File: src/rtl/ioport_pkg.sv
package ioport_pkg;

  // Hits decoded from the held write-cycle port number
  typedef struct packed {
    logic abs_hit;    // fully decoded latch port
    logic alias_hit;  // aliased block
    logic seg_hit;    // display port
  } wr_hit_t;

  // Hits decoded from the live port number
  typedef struct packed {
    logic in_hit;     // switch read port
    logic dec_en;     // upper bits enable the select stage
  } rd_hit_t;

endpackage

File: src/rtl/ioport_wr_match.sv
module ioport_wr_match
  import ioport_pkg::*;
#(
  parameter int              ADDR_W       = 8,
  parameter logic [ADDR_W-1:0] ABS_ADDR   = 8'h01,
  parameter logic [ADDR_W-1:0] ALIAS_BASE = 8'h00,
  parameter int              ALIAS_IGNORE = 2,
  parameter logic [ADDR_W-1:0] SEG_ADDR   = 8'hFD
) (
  input  logic [ADDR_W-1:0] addr,
  output wr_hit_t           hit
);

  localparam int KEEP_LO = ALIAS_IGNORE;

  always_comb begin
    hit.abs_hit   = (addr == ABS_ADDR);
    hit.alias_hit = (addr[ADDR_W-1:KEEP_LO] == ALIAS_BASE[ADDR_W-1:KEEP_LO]);
    hit.seg_hit   = (addr == SEG_ADDR);
  end

endmodule

File: src/rtl/ioport_rd_match.sv
module ioport_rd_match
  import ioport_pkg::*;
#(
  parameter int                ADDR_W    = 8,
  parameter int                DEC_SEL_W = 3,
  parameter logic [ADDR_W-1:0] IN_ADDR   = 8'hFF,
  parameter logic [ADDR_W-DEC_SEL_W-1:0] DEC_HIGH = 5'b11110
) (
  input  logic [ADDR_W-1:0] addr,
  output rd_hit_t           hit
);

  always_comb begin
    hit.in_hit = (addr == IN_ADDR);
    hit.dec_en = (addr[ADDR_W-1:DEC_SEL_W] == DEC_HIGH);
  end

endmodule

File: src/rtl/ioport_sel_decoder.sv
module ioport_sel_decoder #(
  parameter int SEL_W = 3,
  localparam int N_SEL = 1 << SEL_W
) (
  input  logic             clk,
  input  logic             rst,
  input  logic             en,
  input  logic [SEL_W-1:0] code,
  output logic [N_SEL-1:0] sel_n
);

  for (genvar i = 0; i < N_SEL; i++) begin : g_sel
    always_ff @(posedge clk) begin
      if (rst) sel_n[i] <= 1'b1;
      else     sel_n[i] <= !(en && (code == SEL_W'(i)));
    end
  end

endmodule

File: src/rtl/ioport_port_latch.sv
module ioport_port_latch #(
  parameter int W      = 8,
  parameter bit INVERT = 1'b0
) (
  input  logic         clk,
  input  logic         rst,
  input  logic         we,
  input  logic [W-1:0] d,
  output logic [W-1:0] q
);

  localparam logic [W-1:0] IDLE_VAL = INVERT ? '1 : '0;

  always_ff @(posedge clk) begin
    if (rst)     q <= IDLE_VAL;
    else if (we) q <= INVERT ? ~d : d;
  end

endmodule

File: src/rtl/ioport_decode.sv
module ioport_decode
  import ioport_pkg::*;
#(
  parameter int                ADDR_W       = 8,
  parameter int                DATA_W       = 8,
  parameter int                DEC_SEL_W    = 3,
  parameter logic [ADDR_W-1:0] ABS_ADDR     = 8'h01,
  parameter logic [ADDR_W-1:0] ALIAS_BASE   = 8'h00,
  parameter int                ALIAS_IGNORE = 2,
  parameter logic [ADDR_W-1:0] SEG_ADDR     = 8'hFD,
  parameter logic [ADDR_W-1:0] IN_ADDR      = 8'hFF,
  parameter logic [ADDR_W-DEC_SEL_W-1:0] DEC_HIGH = 5'b11110,
  parameter bit                COMMON_ANODE = 1'b1,
  localparam int               N_SEL        = 1 << DEC_SEL_W
) (
  input  logic              clk,
  input  logic              rst,
  input  logic [ADDR_W-1:0] addr,
  input  logic              ior_n,
  input  logic              iow_n,
  input  logic [DATA_W-1:0] data_in,
  input  logic [DATA_W-1:0] sw_in,
  output logic [DATA_W-1:0] data_out,
  output logic              data_oe,
  output logic [N_SEL-1:0]  sel_n,
  output logic [DATA_W-1:0] out_port,
  output logic [DATA_W-1:0] alias_port,
  output logic [DATA_W-1:0] seg_out,
  output logic              overlap_dbg
);

  // Write-cycle capture: hold port number and data while the strobe is low
  logic              iow_q;
  logic [ADDR_W-1:0] hold_addr;
  logic [DATA_W-1:0] hold_data;

  always_ff @(posedge clk) begin
    if (rst) begin
      iow_q     <= 1'b1;
      hold_addr <= '0;
      hold_data <= '0;
    end else begin
      iow_q <= iow_n;
      if (!iow_n) begin
        hold_addr <= addr;
        hold_data <= data_in;
      end
    end
  end

  logic commit;
  assign commit = iow_n && !iow_q;

  wr_hit_t wh;
  rd_hit_t rh;

  ioport_wr_match #(
    .ADDR_W(ADDR_W), .ABS_ADDR(ABS_ADDR), .ALIAS_BASE(ALIAS_BASE),
    .ALIAS_IGNORE(ALIAS_IGNORE), .SEG_ADDR(SEG_ADDR)
  ) u_wr_match (
    .addr(hold_addr),
    .hit (wh)
  );

  ioport_rd_match #(
    .ADDR_W(ADDR_W), .DEC_SEL_W(DEC_SEL_W), .IN_ADDR(IN_ADDR), .DEC_HIGH(DEC_HIGH)
  ) u_rd_match (
    .addr(addr),
    .hit (rh)
  );

  // Fixed priority: the fully decoded port wins over the aliased block
  logic abs_we, alias_we, seg_we;
  always_comb begin
    abs_we   = commit && wh.abs_hit;
    alias_we = commit && wh.alias_hit && !wh.abs_hit;
    seg_we   = commit && wh.seg_hit;
  end

  ioport_port_latch #(.W(DATA_W), .INVERT(1'b0)) u_abs_latch (
    .clk(clk), .rst(rst), .we(abs_we), .d(hold_data), .q(out_port)
  );

  ioport_port_latch #(.W(DATA_W), .INVERT(1'b0)) u_alias_latch (
    .clk(clk), .rst(rst), .we(alias_we), .d(hold_data), .q(alias_port)
  );

  ioport_port_latch #(.W(DATA_W), .INVERT(COMMON_ANODE)) u_seg_latch (
    .clk(clk), .rst(rst), .we(seg_we), .d(hold_data), .q(seg_out)
  );

  always_ff @(posedge clk) begin
    if (rst) overlap_dbg <= 1'b0;
    else     overlap_dbg <= commit && wh.abs_hit && wh.alias_hit;
  end

  // Read port: drive switches only during a read of the input port
  logic rd_sel;
  assign rd_sel = !ior_n && rh.in_hit;

  always_ff @(posedge clk) begin
    if (rst) begin
      data_oe  <= 1'b0;
      data_out <= '0;
    end else begin
      data_oe  <= rd_sel;
      data_out <= rd_sel ? sw_in : '0;
    end
  end

  // 3-to-8 select stage, enabled by the upper address bits and a strobe
  logic sel_en;
  assign sel_en = rh.dec_en && (!ior_n || !iow_n);

  ioport_sel_decoder #(.SEL_W(DEC_SEL_W)) u_sel_dec (
    .clk  (clk),
    .rst  (rst),
    .en   (sel_en),
    .code (addr[DEC_SEL_W-1:0]),
    .sel_n(sel_n)
  );

endmodule

File: config.mk
export PLATFORM = sky130hd
export DESIGN_NAME = ioport_decode
export DESIGN_NICKNAME = d
export VERILOG_FILES = /design/src/rtl/ioport_pkg.sv /design/src/rtl/ioport_wr_match.sv /design/src/rtl/ioport_rd_match.sv /design/src/rtl/ioport_sel_decoder.sv /design/src/rtl/ioport_port_latch.sv /design/src/rtl/ioport_decode.sv
export SDC_FILE = /design/constraint.sdc
export NUM_CORES = 1
export LEC_CHECK = 0
export ABC_CLOCK_PERIOD_IN_PS = 2210
export BUFFER_PORTS_ARGS = -buffer_cell sky130_fd_sc_hd__buf_4
export CELL_PAD_IN_SITES_DETAIL_PLACEMENT = 0
export CELL_PAD_IN_SITES_GLOBAL_PLACEMENT = 1
export CORE_ASPECT_RATIO = 0.5
export CORE_UTILIZATION = 38
export DETAILED_ROUTE_END_ITERATION = 7
export PLACE_DENSITY_LB_ADDON = 0.3
export SLEW_MARGIN = 40
export SYNTH_ARGS = -nofsm -noshare
export SYNTH_HDL_FRONTEND = slang
export SYNTH_SLANG_ARGS = --single-unit
export TNS_END_PERCENT = 30
File: constraint.sdc
create_clock -name clk -period 2.21 [get_ports clk]
set_input_delay 0.3315 -clock clk [delete_from_list [all_inputs] [get_ports clk]]
set_output_delay 0.3315 -clock clk [all_outputs]
set_load 0.005 [all_outputs]
==> results of run 1 <==
layout make-up:
type / count / area share, %
tap: 70 / 2.89
multi-input combinational: 124 / 30.6
clock buffer: 11 / 8.00
sequential: 59 / 38.9
clock inverter: 5 / 1.73
timing repair buffer: 72 / 17.8
metal layers:
layer / track usage, % / vias up / wire [µm]
met5: 0 / - / 0
met2: 23.1 / 47 / 1870
met1: 20.1 / 710 / 2040
li1: - / 796 / -
met4: 7.53 / 0 / 76
met3: 6.97 / 8 / 273
how the worst min path moves through the flow:
stage / endpoint / slack, ns / cells after the start
final: data_out[6]$_SDFF_PP0_ / 0.22 / 2
after global placement: u_abs_latch.q[1]$_SDFFE_PP0P_ / 0.46 / 2
after floorplan: u_sel_dec.sel_n[1]$_SDFF_PP1_ / 0.40 / 1
after global routing: data_out[3]$_SDFF_PP0_ / 0.21 / 2
after CTS: data_out[6]$_SDFF_PP0_ / 0.21 / 2
after detailed placement: u_abs_latch.q[6]$_SDFFE_PP0P_ / 0.46 / 2
registers in the layout (all words and copies together) (netlist names), 8 cells and up:
name,flops
data_out,8
u_abs_latch.q,8
u_alias_latch.q,8
u_sel_dec.sel_n,8
u_seg_latch.q,8
hold_addr,8
hold_data,8
worst max-delay path, stage by stage (launching register included):
cell and delay [ns]:
dfxtp_1 0.31, or4b_4 0.56, or3b_1 0.62, mux2i_1 0.19
kinds of logic after synthesis:
group                  count (synthesis)
buffers and inverters                  9
AOI/OAI and AO/OA                      2
and+or+nand+nor                       83
DFF                                   59
muxes                                 39
power breakdown:
part / switching, µW / leakage, µW / total, µW / internal [µW]
sequential: 11.6 / 0.000479 / 1100 / 1090
clock: 451 / 0.000145 / 1350 / 895
combinational: 58.0 / 0.000695 / 129 / 71.4
total: 521 / 0.00132 / 2570 / 2050
through the flow:
step | cell area (µm²) | utilization, % | total power (µW) | hold slack [ns]
6_report | 3030 | 58.6 | 2570 | 0.215
5_1_grt | 3030 | 58.6 | 2670 | 0.209
4_1_cts | 3030 | 58.6 | 2610 | 0.206
3_5_place_dp | 2740 | 52.9 | 1250 | 0.465
3_3_place_gp | 2740 | 52.9 | 1250 | 0.463
2_1_floorplan | 2160 | - | 1190 | 0.403
placed cells by master, fill, tap and decap left out, drive strengths merged, types with 2 or more instances in the layout:
master	synthesis	routed
buf	4	72
dfxtp	59	59
mux2i	31	31
nand2b	24	24
nor2	16	16
clkbuf	5	11
or2	9	9
and2	8	8
mux2	8	8
nand3	4	4
nand2	4	4
or2b	4	4
clkinv	0	3
nor4	3	3
a21oi	2	2
nand4b	2	2
==> qor.yml, run 1 <==
drt_iter0_drc: 51
layout.cells.non_filler: 341
port_buffers: 69
hold_buffers: 0
synth-seq-cells: 59
r2r-end: "u_alias_latch.q[5]$_SDFFE_PP0P_"
numCtsBuffers: 9
area.sequential_um2: 1180
crit_end: "u_alias_latch.q[5]$_SDFFE_PP0P_"
status: "finished clean"
synth-warning-count: 0
drive_gt1_share_pct: 39.9
synth_commonest_cells: "59 x dfxtp_1, 31 x mux2i_1, 24 x nand2b_1, 16 x nor2_1, 9 x or2_2"
cts_sinks: 59
post_cts_resize_count: 0
clock_latency_ns: 0.31
fill_cells: 464
grt_usage_pct: 15.9
die_area_um2: 6000
overflow: 0
multi_input_area_um2: 930
initial_core_util_pct: 41.6
htree_levels: 3
path_clk_slew_ns: 0.05
powerDensity_nw_per_um2: 848
dieWidth_um: 109
min_period_ns: 1.81
synth_area_leaders: "dfxtp_1 55%, mux2i_1 14%, nand2b_1 7.0%"
routed_wl_um: 4260
place_inst: 325
final.setup.tns_ns: 0
post-place-ws_ns: 0.198
drv_slew: 0
async_reset_ff_share_pct: 0
core_area_um2: 5180
synth_top_area_share_pct: 54.8
ir_worst_vdd_v: 0.000457
hold_viol: 0
p_leak_uw: 0.00132
arrival_ns: 1.99
grt_pass1_wl_um: 7120
rows: 18
pin_count: 70
rrSetupSlack_ns: 0.40
cp-startpoint: "hold_addr[4]$_SDFFE_PP0N_"
synth_compound_area_share_pct: 0.464
grt_antenna_before_repair: 0
min_from: "sw_in[6]"
synth-simple-area-share_pct: 24.1
cts_setup_buffers: 0
crit_type: "flip-flop to flip-flop"
cts_buffer_depth: 2
first_pass_iters: 4
synth.net_count: 220
root_buffer: "clkbuf_16"
yosys.area.top_type: "dfxtp_1"
synth_edf_count: 0
num_antenna_cells: 0
grt_pass1_vias: 1519
synth.most_common_cell: "dfxtp_1"
grt_max_degree: 54
synth_xor_area_share_pct: 0
place_hpwl_um: 2970
synth_top_family_by_area: "simple AND/OR/NAND/NOR gates"
path_max_fanout: 8
slew_headroom_pct: 51.2
reg2reg_from: "hold_addr[4]$_SDFFE_PP0N_"
synthAdderAreaFrac_pct: 0
synth_flop_cell: "dfxtp_1"
die_h_um: 55.3
hp-class: "input pin to flip-flop"
post-route-worst-setup-slack_ns: 0.401
nets: 294
ant_nets: 0
setup_violations: 0
gp_congestion: 0.656
skew_ns: 0.00419
wl_per_cell_um: 12.5
syn_avg_cell_area_um2: 11.2
synthMuxAreaShare_pct: 18.6
max-cap-violations: 0
vias: 1561
start_kind: "flip-flop"
syn_inst: 192
worst_slew_pin_slew_ns: 0.726
area_growth_pct: 40.7
synth.distinct_cells: 28
cts_tree: "yes"
cp-end-kind: "flip-flop"
period_share_pct: 81.8
synth_area_um2: 2160
max_freq_mhz: 553
r2r_cells: 3
critPathRequiredTime_ns: 2.39
routed_via_density: 4.58
route.detailed.drc: 0
rsz0062_at_grt: "false"
seq_area_frac_synth_pct: 54.8
(Power assumes the default switching activity.)
==> run 2: changes to the inputs <==
Settings changed: ABC_CLOCK_PERIOD_IN_PS 2210 to 1600, CORE_UTILIZATION 38 to 34.
Clock period 2.21 ns to 1.6 ns, I/O delays scaled along.
==> qor.yml, run 2 (synthesized netlist as in run 1, its figures left out) <==
grt_pass1_wl_um: 7470  # was 7120 µm
grt_max_degree: 44  # was 54
numCtsBuffers: 9  # unchanged
arrival_ns: 1.82  # was 1.99 ns
skew_ns: 0.00243  # was 0.00419 ns
num_antenna_cells: 0  # unchanged
place_hpwl_um: 3230  # was 2970 µm
setup_violations: 8  # was 0
core_area_um2: 6110  # was 5180 µm²
grt_antenna_before_repair: 0  # unchanged
hp-class: "input pin to flip-flop"  # unchanged
route.detailed.drc: 0  # unchanged
cpMaxStageDelayCell: "or4b_4"  # was or3b_1
hold_buffers: 0  # unchanged
whs_ns: 0.116  # was 0.215 ns
fill_cells: 586  # was 464
clock_latency_ns: 0.32  # was 0.31 ns
max-cap-violations: 0  # unchanged
critPathRequiredTime_ns: 1.80  # was 2.39 ns
cts_sinks: 59  # unchanged
overflow: 0  # unchanged
vias: 1620  # was 1561
start_kind: "flip-flop"  # unchanged
gp_congestion: 0.743  # was 0.656
status: "finished, violations left"  # was finished clean
layout.cells.non_filler: 370  # was 341
cts_tree: "yes"  # unchanged
drive_gt1_share_pct: 41.8  # was 39.9%
crit_family: "simple AND/OR/NAND/NOR gates"  # unchanged
path_buf_inv: 0  # unchanged
cp-end-kind: "flip-flop"  # unchanged
initial_core_util_pct: 35.3  # was 41.6%
finalPower_uw: 3370  # was 2570 µW
dieWidth_um: 115  # was 109 µm
crit_type: "flip-flop to flip-flop"  # unchanged
worst_slew_pin_slew_ns: 0.354  # was 0.726 ns
wl_per_cell_um: 12.2  # was 12.5 µm
path_cells: "or4b_4 > or3b_4 > mux2i_1"  # was or4b_4 > or3b_1 > mux2i_1
root_buffer: "clkbuf_16"  # unchanged
cts_setup_buffers: 0  # unchanged
rows: 20  # was 18
min_period_ns: 1.62  # was 1.81 ns
powerDensity_nw_per_um2: 1080  # was 848 nW/µm²
drv_slew: 0  # unchanged
ir_worst_vdd_v: 0.000645  # was 0.000457 V
drt_iter0_drc: 28  # was 51
htree_levels: 3  # unchanged
place_inst: 358  # was 325
cts_buffer_depth: 2  # unchanged
multi_input_area_um2: 932  # was 930 µm²
die_area_um2: 6690  # was 6000 µm²
path_max_fanout: 8  # unchanged
pin_count: 70  # unchanged
post-route-worst-setup-slack_ns: -0.0198  # was 0.401 ns
period_share_pct: 101  # was 81.8%
violations: "negative setup slack"
slew_headroom_pct: 76.4  # was 51.2%
port_buffers: 69  # unchanged
grt_pass1_vias: 1625  # was 1519
layout_commonest_cell: "buf_4"  # unchanged
rsz0062_at_grt: "true"  # was false
routed_wl_um: 4530  # was 4260 µm
area_growth_pct: 45.1  # was 40.7%
area.sequential_um2: 1180  # unchanged
grt_usage_pct: 15.4  # was 15.9%
die_h_um: 58.3  # was 55.3 µm
max_freq_mhz: 617  # was 553 MHz
cpPeakStageDelay_ns: 0.54  # was 0.62 ns
p_leak_uw: 0.00137  # was 0.00132 µW
hold_viol: 0  # unchanged
routed_via_density: 4.38  # was 4.58
ant_nets: 0  # unchanged
path_clk_slew_ns: 0.05  # about the same
nets: 308  # was 294
first_pass_iters: 4  # unchanged
layout_common_cells: "83 x buf_4, 59 x dfxtp_1, 31 x mux2i_1, 24 x nand2b_1, 16 x nor2_1"  # was 72 x buf_4, 59 x dfxtp_1, 31 x mux2i_1, 24 x nand2b_1, 16 x nor2_1
-- run 2: cell count changes in the layout (fill, tap and decap cells not counted) --
cell and change:
clkinv_2 -3, buf_6 +3, clkbuf_1 +2, or3b_4 +1
or3b_1 -1, clkinvlp_4 -1, buf_4 +11, bufinv_16 -1
-- run 2: path summary, 6_finish.rpt --
kind | slack [ns] | cells past startpoint | from | to
hold / removal | 0.12 | 2 | sw_in[2] | data_out[2]$_SDFF_PP0_
hold reg to reg | 0.47 | 2 | u_abs_latch.q[2]$_SDFFE_PP0P_ | u_abs_latch.q[2]$_SDFFE_PP0P_
setup reg to reg | -0.02 | 3 | iow_q$_SDFF_PP1_ | u_alias_latch.q[4]$_SDFFE_PP0P_
setup / recovery | -0.02 | 3 | iow_q$_SDFF_PP1_ | u_alias_latch.q[4]$_SDFFE_PP0P_
-- run 2: final cells by class --
cell class | count | share of cell area, %
Timing Repair Buffer | 86 | 21.0
Multi-Input combinational cell | 124 | 29.8
Tap cell | 88 | 3.52
Clock buffer | 13 | 7.99
Sequential cell | 59 | 37.7
-- run 2: metal layers --
| metal | track usage, % | vias up | wire length [µm] | part of all wire, % |
|---|---|---|---|---|
| met5 | 0 | - | 0 | 0 |
| met4 | 8.91 | 0 | 103 | 2.3 |
| met3 | 6.69 | 9 | 255 | 5.6 |
| met2 | 24.1 | 41 | 1980 | 44 |
| met1 | 18.0 | 751 | 2190 | 48 |
| li1 | - | 819 | - | - |
-- run 2: repair_timing --
action / CTS / global route
hold endpoints to repair: 0 / 0
pin swaps: 0 / 2
setup endpoints to repair: 10 / 16
resized for setup: 2 / 3
-- run 2: through the flow --
step	TNS, ns	util (%)	worst slack (ns)	instance area (µm²)
finish	-0.0989	51.3	-0.0198	3130
global route	-0.788	51.3	-0.0886	3130
CTS	-0.352	51.3	-0.0509	3130
detailed placement	-0.554	47.1	-0.0824	2870
global placement	-0.217	47.1	-0.0288	2870
floorplan	-0.0338	-	-0.00422	2160
-- run 2: worst register-to-register path: stages (launching register included) --
cell and delay (ns):
dfxtp_1 0.30, or4b_4 0.54, or3b_4 0.51, mux2i_1 0.16
-- run 2: power breakdown --
group	leakage, µW	internal (µW)	switching (µW)
clock	0.000122	1060	583
sequential	0.000479	1500	13.4
combinational	0.000768	120	90.1
==> run 3: changes to the inputs <==
Settings changed: GPL_ROUTABILITY_DRIVEN from default to 0, REMOVE_ABC_BUFFERS from default to 1.
==> qor.yml, run 3 (synthesized netlist as in run 1, its figures left out) <==
skew_ns: 0.00491  # was 0.00243 ns
core_area_um2: 6110  # unchanged
place_hpwl_um: 3200  # was 3230 µm
powerDensity_nw_per_um2: 1210  # was 1080 nW/µm²
period_share_pct: 102  # was 101%
pin_count: 70  # unchanged
cpPeakStageDelay_ns: 0.54  # about the same
routed_wl_um: 4540  # was 4530 µm
crit_family: "simple AND/OR/NAND/NOR gates"  # unchanged
min_period_ns: 1.63  # was 1.62 ns
power_frac_comb_pct: 5.3  # was 6.2%
layout_common_cells: "82 x buf_4, 58 x dfxtp_1, 31 x mux2i_1, 24 x nand2b_1, 16 x nor2_1"  # was 83 x buf_4, 59 x dfxtp_1, 31 x mux2i_1, 24 x nand2b_1, 16 x nor2_1
clock_power_share_pct: 55.9  # was 48.8%
cpMaxStageDelayCell: "or4_4"  # was or4b_4
r2r_cells: 3  # unchanged
cp-end-kind: "flip-flop"  # unchanged
clock_latency_ns: 0.32  # about the same
layout.cells.non_filler: 372  # was 370
cp.depth: 3  # unchanged
path_clk_slew_ns: 0.05  # about the same
grt_antenna_before_repair: 0  # unchanged
htree_levels: 3  # unchanged
crit_type: "flip-flop to flip-flop"  # unchanged
fin_util_pct: 52.7  # was 51.3%
ant_nets: 0  # unchanged
fin_area_um2: 3220  # was 3130 µm²
cts_setup_buffers: 0  # unchanged
start_kind: "flip-flop"  # unchanged
grt_usage_pct: 14.7  # was 15.4%
p_leak_uw: 0.00141  # was 0.00137 µW
setup_violations: 8  # unchanged
p_switching_uw: 720  # was 686 µW
slew_headroom_pct: 70.7  # was 76.4%
place_inst: 357  # was 358
vias: 1619  # was 1620
layout_commonest_cell: "buf_4"  # unchanged
grt_max_degree: 54  # was 44
status: "finished, violations left"  # unchanged
max_freq_mhz: 615  # was 617 MHz
numCtsBuffers: 9  # unchanged
port_buffers: 69  # unchanged
ir_worst_vdd_v: 0.000556  # was 0.000645 V
placed_cell_area_um2: 2870  # about the same
fill_cells: 594  # was 586
rsz0062_at_grt: "true"  # unchanged
hold_viol: 0  # unchanged
initial_core_util_pct: 35.3  # unchanged
post-route-worst-setup-slack_ns: -0.0261  # was -0.0198 ns
dieWidth_um: 115  # unchanged
worst_slew_pin_slew_ns: 0.439  # was 0.354 ns
violations: "negative setup slack"  # unchanged
grt_pass1_vias: 1571  # was 1625
nets: 307  # was 308
cts_buffer_depth: 2  # unchanged
switching_share_pct: 18.4  # was 20.4%
hp-class: "input pin to flip-flop"  # unchanged
area_growth_pct: 49.2  # was 45.1%
cts_sinks: 59  # unchanged
drt_iter0_drc: 57  # was 28
max-cap-violations: 0  # unchanged
root_buffer: "clkbuf_16"  # unchanged
overflow: 0  # unchanged
die_h_um: 58.3  # unchanged
route.detailed.drc: 0  # unchanged
drv_slew: 0  # unchanged
p_seq_share_pct: 38.8  # was 45.0%
cts_tree: "yes"  # unchanged
worstHoldPathCells: 2  # unchanged
critPathRequiredTime_ns: 1.80  # about the same
path_max_fanout: 8  # unchanged
arrival_ns: 1.83  # was 1.82 ns
wl_per_cell_um: 12.2  # about the same
p_int_uw: 3180  # was 2680 µW
grt_pass1_wl_um: 7150  # was 7470 µm
rows: 20  # unchanged
routed_via_density: 4.35  # was 4.38
drive_gt1_share_pct: 43.0  # was 41.8%
num_antenna_cells: 0  # unchanged
path_cells: "or4_4 > or3b_4 > mux2i_1"  # was or4b_4 > or3b_4 > mux2i_1
path_buf_inv: 0  # unchanged
first_pass_iters: 3  # was 4
die_area_um2: 6690  # unchanged
==> run 3: changes by cell type in the layout (fill, tap and decap cells not counted), sizes merged <==
cell and change:
buf -1, bufinv +3, clkbuf -1, clkinvlp +1
==> run 3: layout make-up <==
class | instances | area, µm² | area share, %
Multi-Input combinational cell | 124 | 932 | 29.0
Sequential cell | 59 | 1180 | 36.7
Timing Repair Buffer | 85 | 649 | 20.2
Clock inverter | 4 | 97.6 | 3.03
Clock buffer | 12 | 246 | 7.66
Tap cell | 88 | 110 | 3.42
==> run 3: worst paths after layout <==
path                                 startpoint                              end  slack [ns]
setup / recovery      hold_addr[2]$_SDFFE_PP0N_  u_alias_latch.q[6]$_SDFFE_PP0P_       -0.03
hold / removal                         sw_in[2]           data_out[2]$_SDFF_PP0_        0.12
setup reg to reg      hold_addr[2]$_SDFFE_PP0N_  u_alias_latch.q[6]$_SDFFE_PP0P_       -0.03
hold reg to reg   u_abs_latch.q[6]$_SDFFE_PP0P_    u_abs_latch.q[6]$_SDFFE_PP0P_        0.47
==> run 3: repair_timing <==
action                                  4_1_cts  5_1_grt
hold buffers                                  0        0
resized for setup                             3        4
endpoints found under the setup margin       11       16
pin swaps                                     1        2
==> run 3: per-stage QoR <==
stage / worst slack (ns) / setup TNS, ns / hold WS, ns / power, µW
3_3_place_gp: -0.0293 / -0.223 / 0.443 / 1740
5_1_grt: -0.0587 / -0.631 / 0.111 / 4050
6_report: -0.0261 / -0.158 / 0.121 / 3900
3_5_place_dp: -0.0568 / -0.448 / 0.450 / 1750
2_1_floorplan: -0.0930 / -0.744 / 0.309 / 1620
4_1_cts: -0.0440 / -0.359 / 0.116 / 3950
==> run 3: metal layers <==
layer | routed length, µm | GRT usage [%] | vias up
met2 | 2070 | 23.1 | 39
met1 | 2110 | 17.2 | 758
li1 | - | - | 820
met3 | 336 | 7.83 | 2
met5 | 0 | 0 | -
met4 | 28 | 5.57 | 0
==> run 3: power by group through the flow <==
stage                     Sequential [µW]  Clock (µW)  Combinational (µW)
after floorplan                      1540           0                80.9
after global placement               1540           0                 201
after detailed placement             1540           0                 206
after CTS                            1510        2220                 210
after global routing                 1520        2310                 226
final                                1510        2180                 208
==> run 3: worst reg2reg max path: cells and delay by family (launching register included) <==
| family | cells | cell delay [ns] |
|---|---|---|
| flip-flops | 1 | 0.32 |
| multiplexers | 1 | 0.15 |
| AND/OR/NAND/NOR | 2 | 1.05 |
